$ cat src/rtl/segcap_pkg.sv
package segcap_pkg;
  typedef enum logic {
    ST_PRE  = 1'b0,
    ST_POST = 1'b1
  } cap_state_e;
endpackage

$ cat src/rtl/segcap_ctrl.sv
module segcap_ctrl
  import segcap_pkg::*;
#(
  parameter int OFF_W = 4,
  parameter int REG_W = 2
) (
  input  logic                   clk,
  input  logic                   rst_n,
  input  logic                   arm,
  input  logic                   smp_valid,
  input  logic                   trig,
  input  logic [OFF_W-1:0]       post_len,
  output logic                   wr_en,
  output logic [REG_W+OFF_W-1:0] wr_addr,
  output logic                   done,
  output logic [REG_W-1:0]       done_idx,
  output logic [OFF_W-1:0]       done_start,
  output logic                   done_ovl,
  output logic [REG_W:0]         regions_done,
  output logic                   full
);
  localparam int CNT_W = REG_W + 1;

  cap_state_e       st_q, st_n;
  logic [OFF_W-1:0] off_q, off_n;
  logic [OFF_W-1:0] post_q, post_n;
  logic [REG_W-1:0] rgn_q, rgn_n;
  logic [CNT_W-1:0] cnt_q, cnt_n;
  logic             ovl_q, ovl_n;
  logic             full_q, full_n;

  logic             take;
  logic             fin;
  logic             ovl_hit;
  logic [OFF_W-1:0] off_inc;

  // sample acceptance and event close decode
  always_comb begin
    take    = smp_valid && !full_q && !arm;
    off_inc = off_q + 1'b1;
    ovl_hit = take && trig && (st_q == ST_POST);
    fin     = 1'b0;
    if (take) begin
      if (st_q == ST_PRE) fin = trig && (post_len == '0);
      else                fin = (post_q == OFF_W'(1));
    end
  end

  // next state
  always_comb begin
    st_n   = st_q;
    off_n  = off_q;
    post_n = post_q;
    rgn_n  = rgn_q;
    cnt_n  = cnt_q;
    ovl_n  = ovl_q;
    full_n = full_q;
    if (arm) begin
      st_n   = ST_PRE;
      off_n  = '0;
      post_n = '0;
      rgn_n  = '0;
      cnt_n  = '0;
      ovl_n  = 1'b0;
      full_n = 1'b0;
    end else if (take) begin
      off_n = off_inc;
      ovl_n = ovl_q | ovl_hit;
      if (st_q == ST_PRE && trig && post_len != '0) begin
        st_n   = ST_POST;
        post_n = post_len;
      end else if (st_q == ST_POST) begin
        post_n = post_q - 1'b1;
      end
      if (fin) begin
        st_n   = ST_PRE;
        off_n  = '0;
        ovl_n  = 1'b0;
        rgn_n  = rgn_q + 1'b1;
        cnt_n  = cnt_q + 1'b1;
        full_n = (rgn_q == '1);
      end
    end
  end

  // state registers
  always_ff @(posedge clk or negedge rst_n) begin
    if (!rst_n) begin
      st_q   <= ST_PRE;
      off_q  <= '0;
      post_q <= '0;
      rgn_q  <= '0;
      cnt_q  <= '0;
      ovl_q  <= 1'b0;
      full_q <= 1'b0;
    end else begin
      st_q   <= st_n;
      off_q  <= off_n;
      post_q <= post_n;
      rgn_q  <= rgn_n;
      cnt_q  <= cnt_n;
      ovl_q  <= ovl_n;
      full_q <= full_n;
    end
  end

  assign wr_en        = take;
  assign wr_addr      = {rgn_q, off_q};
  assign done         = fin;
  assign done_idx     = rgn_q;
  assign done_start   = off_inc;
  assign done_ovl     = ovl_q | ovl_hit;
  assign regions_done = cnt_q;
  assign full         = full_q;
endmodule

$ cat src/rtl/segcap_mem.sv
module segcap_mem #(
  parameter int DW = 8,
  parameter int AW = 6
) (
  input  logic          clk,
  input  logic          we,
  input  logic [AW-1:0] waddr,
  input  logic [DW-1:0] wdata,
  input  logic [AW-1:0] raddr,
  output logic [DW-1:0] rdata
);
  localparam int DEPTH = 1 << AW;

  logic [DW-1:0] mem_q [DEPTH];

  always_ff @(posedge clk) begin
    if (we) mem_q[waddr] <= wdata;
    rdata <= mem_q[raddr];
  end
endmodule

$ cat src/rtl/segcap_table.sv
module segcap_table #(
  parameter int OFF_W = 4,
  parameter int REG_W = 2
) (
  input  logic             clk,
  input  logic             rst_n,
  input  logic             we,
  input  logic [REG_W-1:0] widx,
  input  logic [OFF_W-1:0] wstart,
  input  logic             wovl,
  input  logic [REG_W-1:0] ridx,
  output logic [OFF_W-1:0] rstart,
  output logic             rovl
);
  localparam int NREG = 1 << REG_W;

  logic [OFF_W-1:0] start_arr [NREG];
  logic             ovl_arr   [NREG];

  for (genvar e = 0; e < NREG; e++) begin : g_ent
    logic [OFF_W-1:0] start_q;
    logic             ovl_q;
    logic             hit;

    assign hit = we && (widx == REG_W'(e));

    always_ff @(posedge clk or negedge rst_n) begin
      if (!rst_n) begin
        start_q <= '0;
        ovl_q   <= 1'b0;
      end else if (hit) begin
        start_q <= wstart;
        ovl_q   <= wovl;
      end
    end

    assign start_arr[e] = start_q;
    assign ovl_arr[e]   = ovl_q;
  end

  assign rstart = start_arr[ridx];
  assign rovl   = ovl_arr[ridx];
endmodule

$ cat src/rtl/seg_capture.sv
module seg_capture #(
  parameter int DW    = 8,
  parameter int OFF_W = 4,
  parameter int REG_W = 2
) (
  input  logic                   clk,
  input  logic                   rst_n,
  input  logic                   arm,
  input  logic                   smp_valid,
  input  logic [DW-1:0]          smp_data,
  input  logic                   trig,
  input  logic [OFF_W-1:0]       post_len,
  input  logic [REG_W+OFF_W-1:0] rd_addr,
  output logic [DW-1:0]          rd_data,
  input  logic [REG_W-1:0]       tbl_idx,
  output logic [OFF_W-1:0]       tbl_start,
  output logic                   tbl_ovl,
  output logic [REG_W:0]         regions_done,
  output logic                   full
);
  localparam int AW = REG_W + OFF_W;

  logic             wr_en;
  logic [AW-1:0]    wr_addr;
  logic             done;
  logic [REG_W-1:0] done_idx;
  logic [OFF_W-1:0] done_start;
  logic             done_ovl;

  segcap_ctrl #(.OFF_W(OFF_W), .REG_W(REG_W)) u_ctrl (
    .clk          (clk),
    .rst_n        (rst_n),
    .arm          (arm),
    .smp_valid    (smp_valid),
    .trig         (trig),
    .post_len     (post_len),
    .wr_en        (wr_en),
    .wr_addr      (wr_addr),
    .done         (done),
    .done_idx     (done_idx),
    .done_start   (done_start),
    .done_ovl     (done_ovl),
    .regions_done (regions_done),
    .full         (full)
  );

  segcap_mem #(.DW(DW), .AW(AW)) u_mem (
    .clk   (clk),
    .we    (wr_en),
    .waddr (wr_addr),
    .wdata (smp_data),
    .raddr (rd_addr),
    .rdata (rd_data)
  );

  segcap_table #(.OFF_W(OFF_W), .REG_W(REG_W)) u_tbl (
    .clk    (clk),
    .rst_n  (rst_n),
    .we     (done),
    .widx   (done_idx),
    .wstart (done_start),
    .wovl   (done_ovl),
    .ridx   (tbl_idx),
    .rstart (tbl_start),
    .rovl   (tbl_ovl)
  );
endmodule

$ cat config.mk
export PLATFORM = sky130hd
export DESIGN_NAME = seg_capture
export DESIGN_NICKNAME = d
export VERILOG_FILES = /design/src/rtl/segcap_pkg.sv /design/src/rtl/segcap_ctrl.sv /design/src/rtl/segcap_mem.sv /design/src/rtl/segcap_table.sv /design/src/rtl/seg_capture.sv
export SDC_FILE = /design/constraint.sdc
export NUM_CORES = 1
export LEC_CHECK = 0
export BUFFER_PORTS_ARGS = -buffer_cell sky130_fd_sc_hd__buf_2
export CELL_PAD_IN_SITES_DETAIL_PLACEMENT = 0
export CELL_PAD_IN_SITES_GLOBAL_PLACEMENT = 2
export CORE_UTILIZATION = 45
export CTS_CLUSTER_SIZE = 30
export DETAILED_ROUTE_END_ITERATION = 8
export HOLD_SLACK_MARGIN = 0.06
export PLACE_DENSITY = 0.74
export SYNTH_ARGS = -nofsm -noshare
export SYNTH_HDL_FRONTEND = slang
export SYNTH_SLANG_ARGS = --single-unit
$ cat constraint.sdc
create_clock -name clk -period 1.9 [get_ports clk]
set_input_delay 0.19 -clock clk [delete_from_list [all_inputs] [get_ports clk]]
set_output_delay 0.19 -clock clk [all_outputs]
set_load 0.02 [all_outputs]
# Yosys cells after proc, flatten, opt, wreduce, memory -nomap -nowiden
# Memories as Yosys holds them, arrays and structs flattened. A register that Yosys moved wholly into a read port is not among the register bits.
# Cells that the tools add are included.
# word_totals
regBits	36
latch_bits	0
mem_bits_rw	512
rom_bits	0
out_inout_bits	17
n_memories	1
# memory_table
name	words	width	rd	rd_clocked_by_memory_dff	write_ports	line	rtl
u_mem.mem_q	64	8	1	1	1	segcap_mem.sv:14	logic [DW-1:0] mem_q [DEPTH];
# op_classes
n_addsub	4
multipliers	0
div	0
order_cmp	1
n_eq_ne	4
shift	0
mux	33
n_bitwise	3
reduce_logical	23
# ops
operator	count
two-way mux 4 bit	9
two-way mux 1 bit	16
logical AND 1 bit	11
two-way mux 3 bit	3
binary-select mux 4 bit (select 2 bit)	1
two-way mux 2 bit	3
AND reduction 2 bit	3
nonzero test 3 bit	2
adder 4 x 1 -> 4 bit, second input constant	1
equality test 2 bit, second input constant	2
equality test 4 x 1 -> 1 bit, second input constant	1
zero test 4 bit	1
nonzero test 2 bit	2
nonzero test 4 bit	1
subtractor 4 x 1 -> 4 bit, second input constant	1
adder 3 x 1 -> 3 bit, second input constant	1
greater-or-equal comparator 3 bit, second input constant	1
inverter 2 -> 3 bit	1
adder 2 x 1 -> 2 bit, second input constant	1
binary-select mux 1 bit (select 2 bit)	1
equality test 2 x 1 -> 1 bit, second input constant	1
zero test 1 bit	2
zero test 2 bit	1
inverter 1 bit	1
bitwise OR 1 bit	1

# Longest topological paths before layout
# Gate-level depths: netlist of run 1.
# depth
depth_word	9
mapped_depth	8
mapped_depth_nobuf	7

# By module
# From an unflattened synthesis of run 1, not the netlist that was laid out.
# hier_totals
hier_cells	1102
area_unflattened_um2	22052.4
# by_module_without_submodules
mod	n_inst	cells_per_inst	area_each_um2	seq_area_each_um2
segcap_mem	1	940	20166.8	15534.9
segcap_ctrl	1	112	989.7	400.4
segcap_table	1	50	895.9	500.5

# Worst setup path before layout of run 1
# Ideal clock, no wire load.
# synth_path
path_kind	register to register
startpoint	register u_ctrl.full_q (netlist: u_ctrl.full)
endpoint	memory u_mem.mem_q[46][0] (enable)
setup_time_ps	370
t_arrival_ps	1808
required_ps	1530
path_slack_ps	-279
stages_incl_launch_ff	7
path_cell_list	dfrtp_1 -> nand2b_1 -> clkbuf_1 -> nor2_1 -> and2_1 -> nand2_1 -> nor2_1
# synth_between
elab_chain_cells	5
# synth_rtl
element	line	rtl
from (decl)	segcap_ctrl.sv:30	logic full_q, full_n;
from (signal assigned)	segcap_ctrl.sv:103	full_q <= full_n;
zero test 1 bit	segcap_ctrl.sv:39	take = smp_valid && !full_q && !arm;
logical AND 1 bit (2 in a row)	segcap_ctrl.sv:39	
two-way mux 1 bit	segcap_mem.sv:17	if (we) mem_q[waddr] <= wdata;
two-way mux 1 bit (not written as such)	segcap_mem.sv:17	
to (decl)	segcap_mem.sv:14	
# Every way passes these cells.

==> results.ini, run 1 <==
[run_status]
status=finished, final reports clean

[timing]
worst_pin_slew_ns=1.20
layout_min_cycle_time_ns=1.85
timing.slew.headroom=0.199
post-route-period-util=0.974
clock_skew_ns=0.0161
tns_ns=0
rsz0062_at_grt=no
max_freq_mhz=540
setup_viol_count_final=0
slew_viol_final=0
final-hold-violation-count=0
holdWs_ns=0.100

[cts]
clkLatencyLatePin_ns=0.60
cts_buffers=57
path_clk_slew_ns=0.06
clock-root-buffer=clkbuf_16
cts_tree=yes
h-tree-depth=2
clock-sinks=556
clock_path_buffers=3

[logic_synthesis]
avgSynthCellArea_um2=20.3
netlist_area_um2=21900
synthArstFlopShare=0.0647
synth.distinct_cells=51
synth_flop_cell=edfxtp_1
synth_edf_count=512
syn_nets=1109
syn_inst=1076
ys_seq_elements=556
synth.yosys.seq_area_share=0.751
yosysWarnings=0

[routing]
dr.pass1.iters=6
postRouteAntennaNets=0
post-route-drc-count=0
wl_met3_um=2520
viasPerCell=5.69
drt_iter0_markers=930
wl_met1_um=21800
wl_met2_um=25000
wl_per_cell_um=26.0
drt_wl_total_um=50300
top_layer_used=met4
vias=11000

[global_route]
grt_max_degree=65
grt_pass1_wl_um=75700
grt_antenna_before_repair=1
first_global_vias=11400
grt_overflow=0
track_usage=0.210

[die]
fp.dieH_um=223
die_x_um=223
io_pins=42
start_util=0.458
core_um2=47800
num_rows=80
dieArea_um2=49500

[critical_path]
rrSetupSlack_ns=0.05
startpoint_type=flop
worstPathArrival_ns=2.38
crit_type=reg -> reg
required_ns=2.43
cp-end-kind=flop
worstPathMaxFanout=1

[final_layout]
drive_gt1_frac=0.375
final_cell_mix=512 x edfxtp_1, 121 x mux4_2, 97 x buf_4
final_common_cell=edfxtp_1
antenna_cells=0
nNetsFinal=1309
area_growth_pct=21.8

[power]
vdd_ir_drop_max_mv=0.701
powerDensity_nw_per_um2=972
power_frac_comb=0.059
p_int_mw=20.5
switching_power_mw=5.43
clockPowerShare=0.421
seqPwrFrac=0.520
switching_share=0.209
leakage_nw=8.89

[place]
place_hpwl_um=32900
place_congestion=0.805
port-buffer-count=41

[flow_run]
max_cap_viol_count=0

[hold_path]
min_path_type=in -> reg

[power groups by stage]
stage / Clock, mW / Combinational (mW) / Sequential (mW)
finish: 10.9 / 1.52 / 13.5
global route: 11.5 / 1.63 / 13.5
CTS: 11.1 / 1.53 / 13.5
detailed placement: 0 / 1.51 / 13.7
global placement: 0 / 1.49 / 13.7
floorplan: 0 / 0.748 / 13.7
[per-layer routing]
| metal | vias up | track usage |
|---|---|---|
| li1 | 4860 | - |
| met1 | 5809 | 0.294 |
| met2 | 280 | 0.347 |
| met3 | 57 | 0.0316 |
| met4 | 0 | 0.0534 |
| met5 | - | 0 |
[worst max-delay path, stage by stage, from the launching register on]
cell and delay (ns):
edfxtp_1 0.33, mux4_1 0.24, o22ai_1 0.10, a211oi_1 0.88, a22o_1 0.24
[logic make-up (layout without fill, tap and decap cells)]
| family | Yosys count | in the layout | share of synthesized area |
|---|---|---|---|
| simple gates | 165 | 165 | 0.0344 |
| xor+xnor | 5 | 5 | 0.00200 |
| fa+ha+maj | 8 | 8 | 0.00457 |
| flops | 556 | 556 | 0.751 |
| mux | 177 | 177 | 0.160 |
| compound gates | 102 | 102 | 0.0320 |
| buf+inv | 63 | 305 | 0.0163 |
[flip-flops by register name, summed over array words and instances, names as in the netlist, 2 cells and up]
signal,flops
u_ctrl.done_idx,2
u_ctrl.off_q,4
u_tbl.g_ent.start_q,16
u_mem.mem_q,512
u_tbl.g_ent.ovl_q,4
u_ctrl.regions_done,3
u_ctrl.post_q,4
u_mem.rdata,8
[final cells by class]
| class | instances | area [um^2] |
|---|---|---|
| Multi-Input combinational cell | 457 | 5580 |
| Sequential cell | 556 | 16400 |
| Clock inverter | 32 | 342 |
| Tap cell | 615 | 769 |
| Timing Repair Buffer | 198 | 2050 |
| Inverter | 6 | 22.5 |
| Clock buffer | 69 | 1470 |
| Fill cell | 3655 | 21200 |
[worst paths after layout]
check,cells after the start,startpoint,to
max reg2reg,4,u_mem.mem_q[2][1]$_DFFE_PP_,u_mem.rdata[1]$_DFF_P_
max in group asynchronous,2,rst_n,u_tbl.g_ent[0].start_q[0]$_DFFE_PN0P_
max,4,u_mem.mem_q[2][1]$_DFFE_PP_,u_mem.rdata[1]$_DFF_P_
min,3,trig,u_tbl.g_ent[3].ovl_q$_DFFE_PN0P_
min in group asynchronous,2,rst_n,u_ctrl.regions_done[1]$_DFFE_PN0P_
min reg2reg,2,u_tbl.g_ent[3].start_q[0]$_DFFE_PN0P_,u_tbl.g_ent[3].start_q[0]$_DFFE_PN0P_
[timing repair]
item / CTS / global route
pin swaps: 8 / 5
hold buffers: 8 / 0
buffers inserted: 12 / 3
endpoints found under the setup margin: 132 / 170
gates cloned: 0 / 0
endpoints found under the hold margin: 45 / 0
gates resized for setup: 5 / 18
[Yosys cell counts, types with 9 or more instances]
library cell,count,area share
buf_2,19,0.0043
nand2_1,27,0.0046
mux2_2,17,0.0087
mux2i_1,27,0.012
a211oi_1,9,0.0031
clkbuf_1,19,0.0033
o21ai_0,20,0.0046
a21oi_1,21,0.0048
o221ai_1,10,0.0040
mux4_1,12,0.014
edfxtp_1,512,0.70
nand3_1,12,0.0027
o22ai_1,14,0.0040
nor2b_1,10,0.0029
mux4_2,121,0.12
nor2_1,79,0.014
dfrtp_1,36,0.041
nor3_1,9,0.0021
[per-stage QoR]
| step | std cells | total power, mW | setup WS (ns) | area [um^2] | utilization |
|---|---|---|---|---|---|
| 2_1_floorplan | 1076 | 14.5 | -0.0723 | 22300 | - |
| 3_3_place_gp | 1809 | 15.2 | -0.469 | 24500 | 0.511 |
| 3_5_place_dp | 1809 | 15.2 | -0.462 | 24500 | 0.511 |
| 4_1_cts | 1930 | 26.1 | -0.0501 | 26500 | 0.555 |
| 5_1_grt | 1933 | 26.7 | 0.00708 | 26700 | 0.557 |
| 6_report | 1933 | 25.9 | 0.0493 | 26700 | 0.557 |
Power figures use the tool's default switching activity.
==> inputs of run 2 (changes only) <==
--- a/config.mk
+++ b/config.mk
@@ -15,4 +15,5 @@
 export PLACE_DENSITY = 0.74
 export SYNTH_ARGS = -nofsm -noshare
 export SYNTH_HDL_FRONTEND = slang
+export SYNTH_HIERARCHICAL = 1
 export SYNTH_SLANG_ARGS = --single-unit
==> run 2 against run 1 <==
Against the previous run: critical path depth increased by 1; clock power about the same; cell count increased by 4.0%; non-clock buffer count increased by 54; sequential power about the same; count of clock-buffer cells in the layout decreased by 1.
==> results.ini, run 2 <==
[run_status]
status=finished, final reports clean

[logic_synthesis]
syn_inst=1102
synthArstFlopShare=0.0647
yosys-top-cells-count=512 x edfxtp_1, 129 x mux4_2, 96 x nor2_1, 36 x dfrtp_1, 35 x mux2_2
synth_compound_area_frac=0.0262
synth_adder_area_share=0.00284
syn_nets=1132
yosys.area.top_type=edfxtp_1
synth_top_family_by_area=multiplexers
synth.distinct_cells=58
avgSynthCellArea_um2=20.0
synth_flop_cell=edfxtp_1
yosysMostFrequentCell=edfxtp_1
netlist.area_leader.share=0.697
muxShareOfSynthArea=0.163
synth.yosys.seq_area_share=0.745
synth-simple-area-share=0.0446
ys_seq_elements=556
netlist_area_um2=22100
synth_edf_count=512
yosysWarnings=6
ys_top_cells_by_area=edfxtp_1 70%, mux4_2 13%, dfrtp_1 4.1%, mux2_2 1.8%, nor2_1 1.6%
synthXorXnorAreaFrac=0.000397

[routing]
post-route-drc-count=0
drt_wl_total_um=52100
drt_iter0_markers=1199
vias=11500
postRouteAntennaNets=0
viasPerCell=5.69
wl_per_cell_um=25.9
dr.pass1.iters=5

[final_layout]
top_register=u_mem/mem_q
design_area_um2=27200
nNetsFinal=1383
final_cell_mix=512 x edfxtp_1, 147 x buf_4, 130 x mux4_2
largest_register_ffs=512
fillCellCount=3661
drive_gt1_frac=0.413
antenna_cells=0
fin_util=0.566
largest_registers=u_mem/mem_q (512), u_tbl/g_ent.start_q (16), u_mem/rdata (8)
final_common_cell=edfxtp_1
area_growth_pct=23.4

[place]
place_congestion=0.801
place_hpwl_um=33800
port-buffer-count=41
place_area_um2=24900

[critical_path]
crit_type=reg -> reg
worstPathMaxFanout=1
cp_slowest_cell=mux4_2
cpMostUsedCell=mux4_2
cp_num_buf_inv=0
slowest_delay_ns=0.54
worstPathArrival_ns=2.36
startpoint_type=flop
cp-end-kind=flop
crit_family=multiplexers
required_ns=2.38
path_cells=mux4_2 -> mux4_2 -> nor2_4 -> nor3_2 -> o2bb2ai_1

[timing]
layout_min_cycle_time_ns=1.88
final-hold-violation-count=0
slew_viol_final=0
max_freq_mhz=533
timing.slew.headroom=0.189
setup_viol_count_final=0
clock_skew_ns=0.0108
worst_pin_slew_ns=1.22
post-route-period-util=0.987
rsz0062_at_grt=yes

[die]
dieArea_um2=49900
fp.dieH_um=223
start_util=0.459
num_rows=80
io_pins=42
core_um2=48000
die_x_um=223

[hold_path]
min_path_type=in -> reg

[global_route]
grt_max_degree=65
grt_overflow=0
first_global_vias=11900
grt_pass1_wl_um=78100
track_usage=0.216
grt_antenna_before_repair=0

[power]
leakage_nw=9.18
p_total_mw=25.9
vdd_ir_drop_max_mv=0.711
powerDensity_nw_per_um2=954

[flow_run]
max_cap_viol_count=0

[cts]
clock-sinks=556
clock_path_buffers=3
clock-root-buffer=clkbuf_16
path_clk_slew_ns=0.06
clkLatencyLatePin_ns=0.60
h-tree-depth=2
cts_tree=yes
cts_buffers=56

[run 2: changes by cell type after synthesis, sizes merged, moves of 5 or more]
| cell | before | now |
|---|---|---|
| nand3 | 12 | 17 |
| nor2b | 10 | 17 |
| a211oi | 9 | 4 |
| and2 | 8 | 2 |
| o22ai | 14 | 8 |
| nor2 | 80 | 97 |
| a21oi | 21 | 12 |
| a22o | 7 | 0 |
| o21ai | 20 | 8 |
| mux2 | 17 | 35 |
[run 2: where the power goes]
group | switching (mW) | total [mW] | leakage (nW) | internal, mW
Clock | 4.51 | 10.9 | 0.894 | 6.42
Sequential | 0.0512 | 13.5 | 5.16 | 13.4
Combinational | 0.878 | 1.54 | 3.12 | 0.659
[run 2: worst register-to-register path: stages (launching register included)]
cell       delay (ns)
edfxtp_1         0.35
mux4_2           0.52
mux4_2           0.54
nor2_4           0.15
nor3_2           0.07
o2bb2ai_1        0.14
[run 2: cells by family after synthesis]
| logic type | count (synthesis) |
|---|---|
| adders and majority gates | 5 |
| muxes | 191 |
| AOI/OAI and AO/OA | 77 |
| and+or+nand+nor | 208 |
| buffers and inverters | 64 |
| xor gates and xnor gates | 1 |
| DFF | 556 |
[run 2: routing by layer]
| layer | vias up | wire [um] | GRT usage | part of all wire |
|---|---|---|---|---|
| met5 | - | 0 | 0 | 0 |
| met3 | 69 | 2830 | 0.0387 | 0.054 |
| met4 | 0 | 977 | 0.0548 | 0.019 |
| li1 | 5023 | - | - | - |
| met1 | 6010 | 22700 | 0.308 | 0.44 |
| met2 | 348 | 25500 | 0.348 | 0.49 |
[run 2: path summary, 6_finish.rpt]
path	start	slack, ns	cells past startpoint	to
worst max-delay path	u_mem/mem_q[7][1]$_DFFE_PP_	0.02	5	u_mem/rdata[1]$_DFF_P_
worst min-delay path	smp_data[2]	0.08	2	u_mem/mem_q[17][2]$_DFFE_PP_
worst max register to register	u_mem/mem_q[7][1]$_DFFE_PP_	0.02	5	u_mem/rdata[1]$_DFF_P_
worst min register to register	u_tbl/g_ent[1].start_q[2]$_DFFE_PN0P_	0.50	1	u_tbl/g_ent[1].start_q[2]$_DFFE_PN0P_
max in group asynchronous	rst_n	1.24	3	u_tbl/g_ent[3].start_q[3]$_DFFE_PN0P_
min in group asynchronous	rst_n	0.11	2	u_tbl/g_ent[3].start_q[0]$_DFFE_PN0P_
[run 2: timing repair]
action	in CTS	in global routing
resized for setup	8	33
hold buffers	4	0
setup buffers	19	1
endpoints found under the setup margin	115	278
endpoints found under the hold margin	46	0
pin swaps	9	9
[run 2: cell type report]
type	instances	area, um^2	share of cell area
inverter	5	18.8	0.000690
multi-input combinational	482	5680	0.209
timing repair buffer	252	2480	0.0913
sequential	556	16400	0.604
clock inverter	33	344	0.0126
tap	615	769	0.0283
clock buffer	68	1470	0.0539
[run 2: stage by stage]
stage	cells	setup slack (ns)	setup TNS, ns	hold WS, ns
floorplan	1102	-0.225	-75.61	-0.106
global placement	1887	-0.526	-7.37	0.204
detailed placement	1887	-0.542	-9.82	0.205
CTS	2011	-0.00339	-0.0191	0.0659
global route	2011	-0.0501	-0.434	0.0736
finish	2011	0.0239	0	0.0757
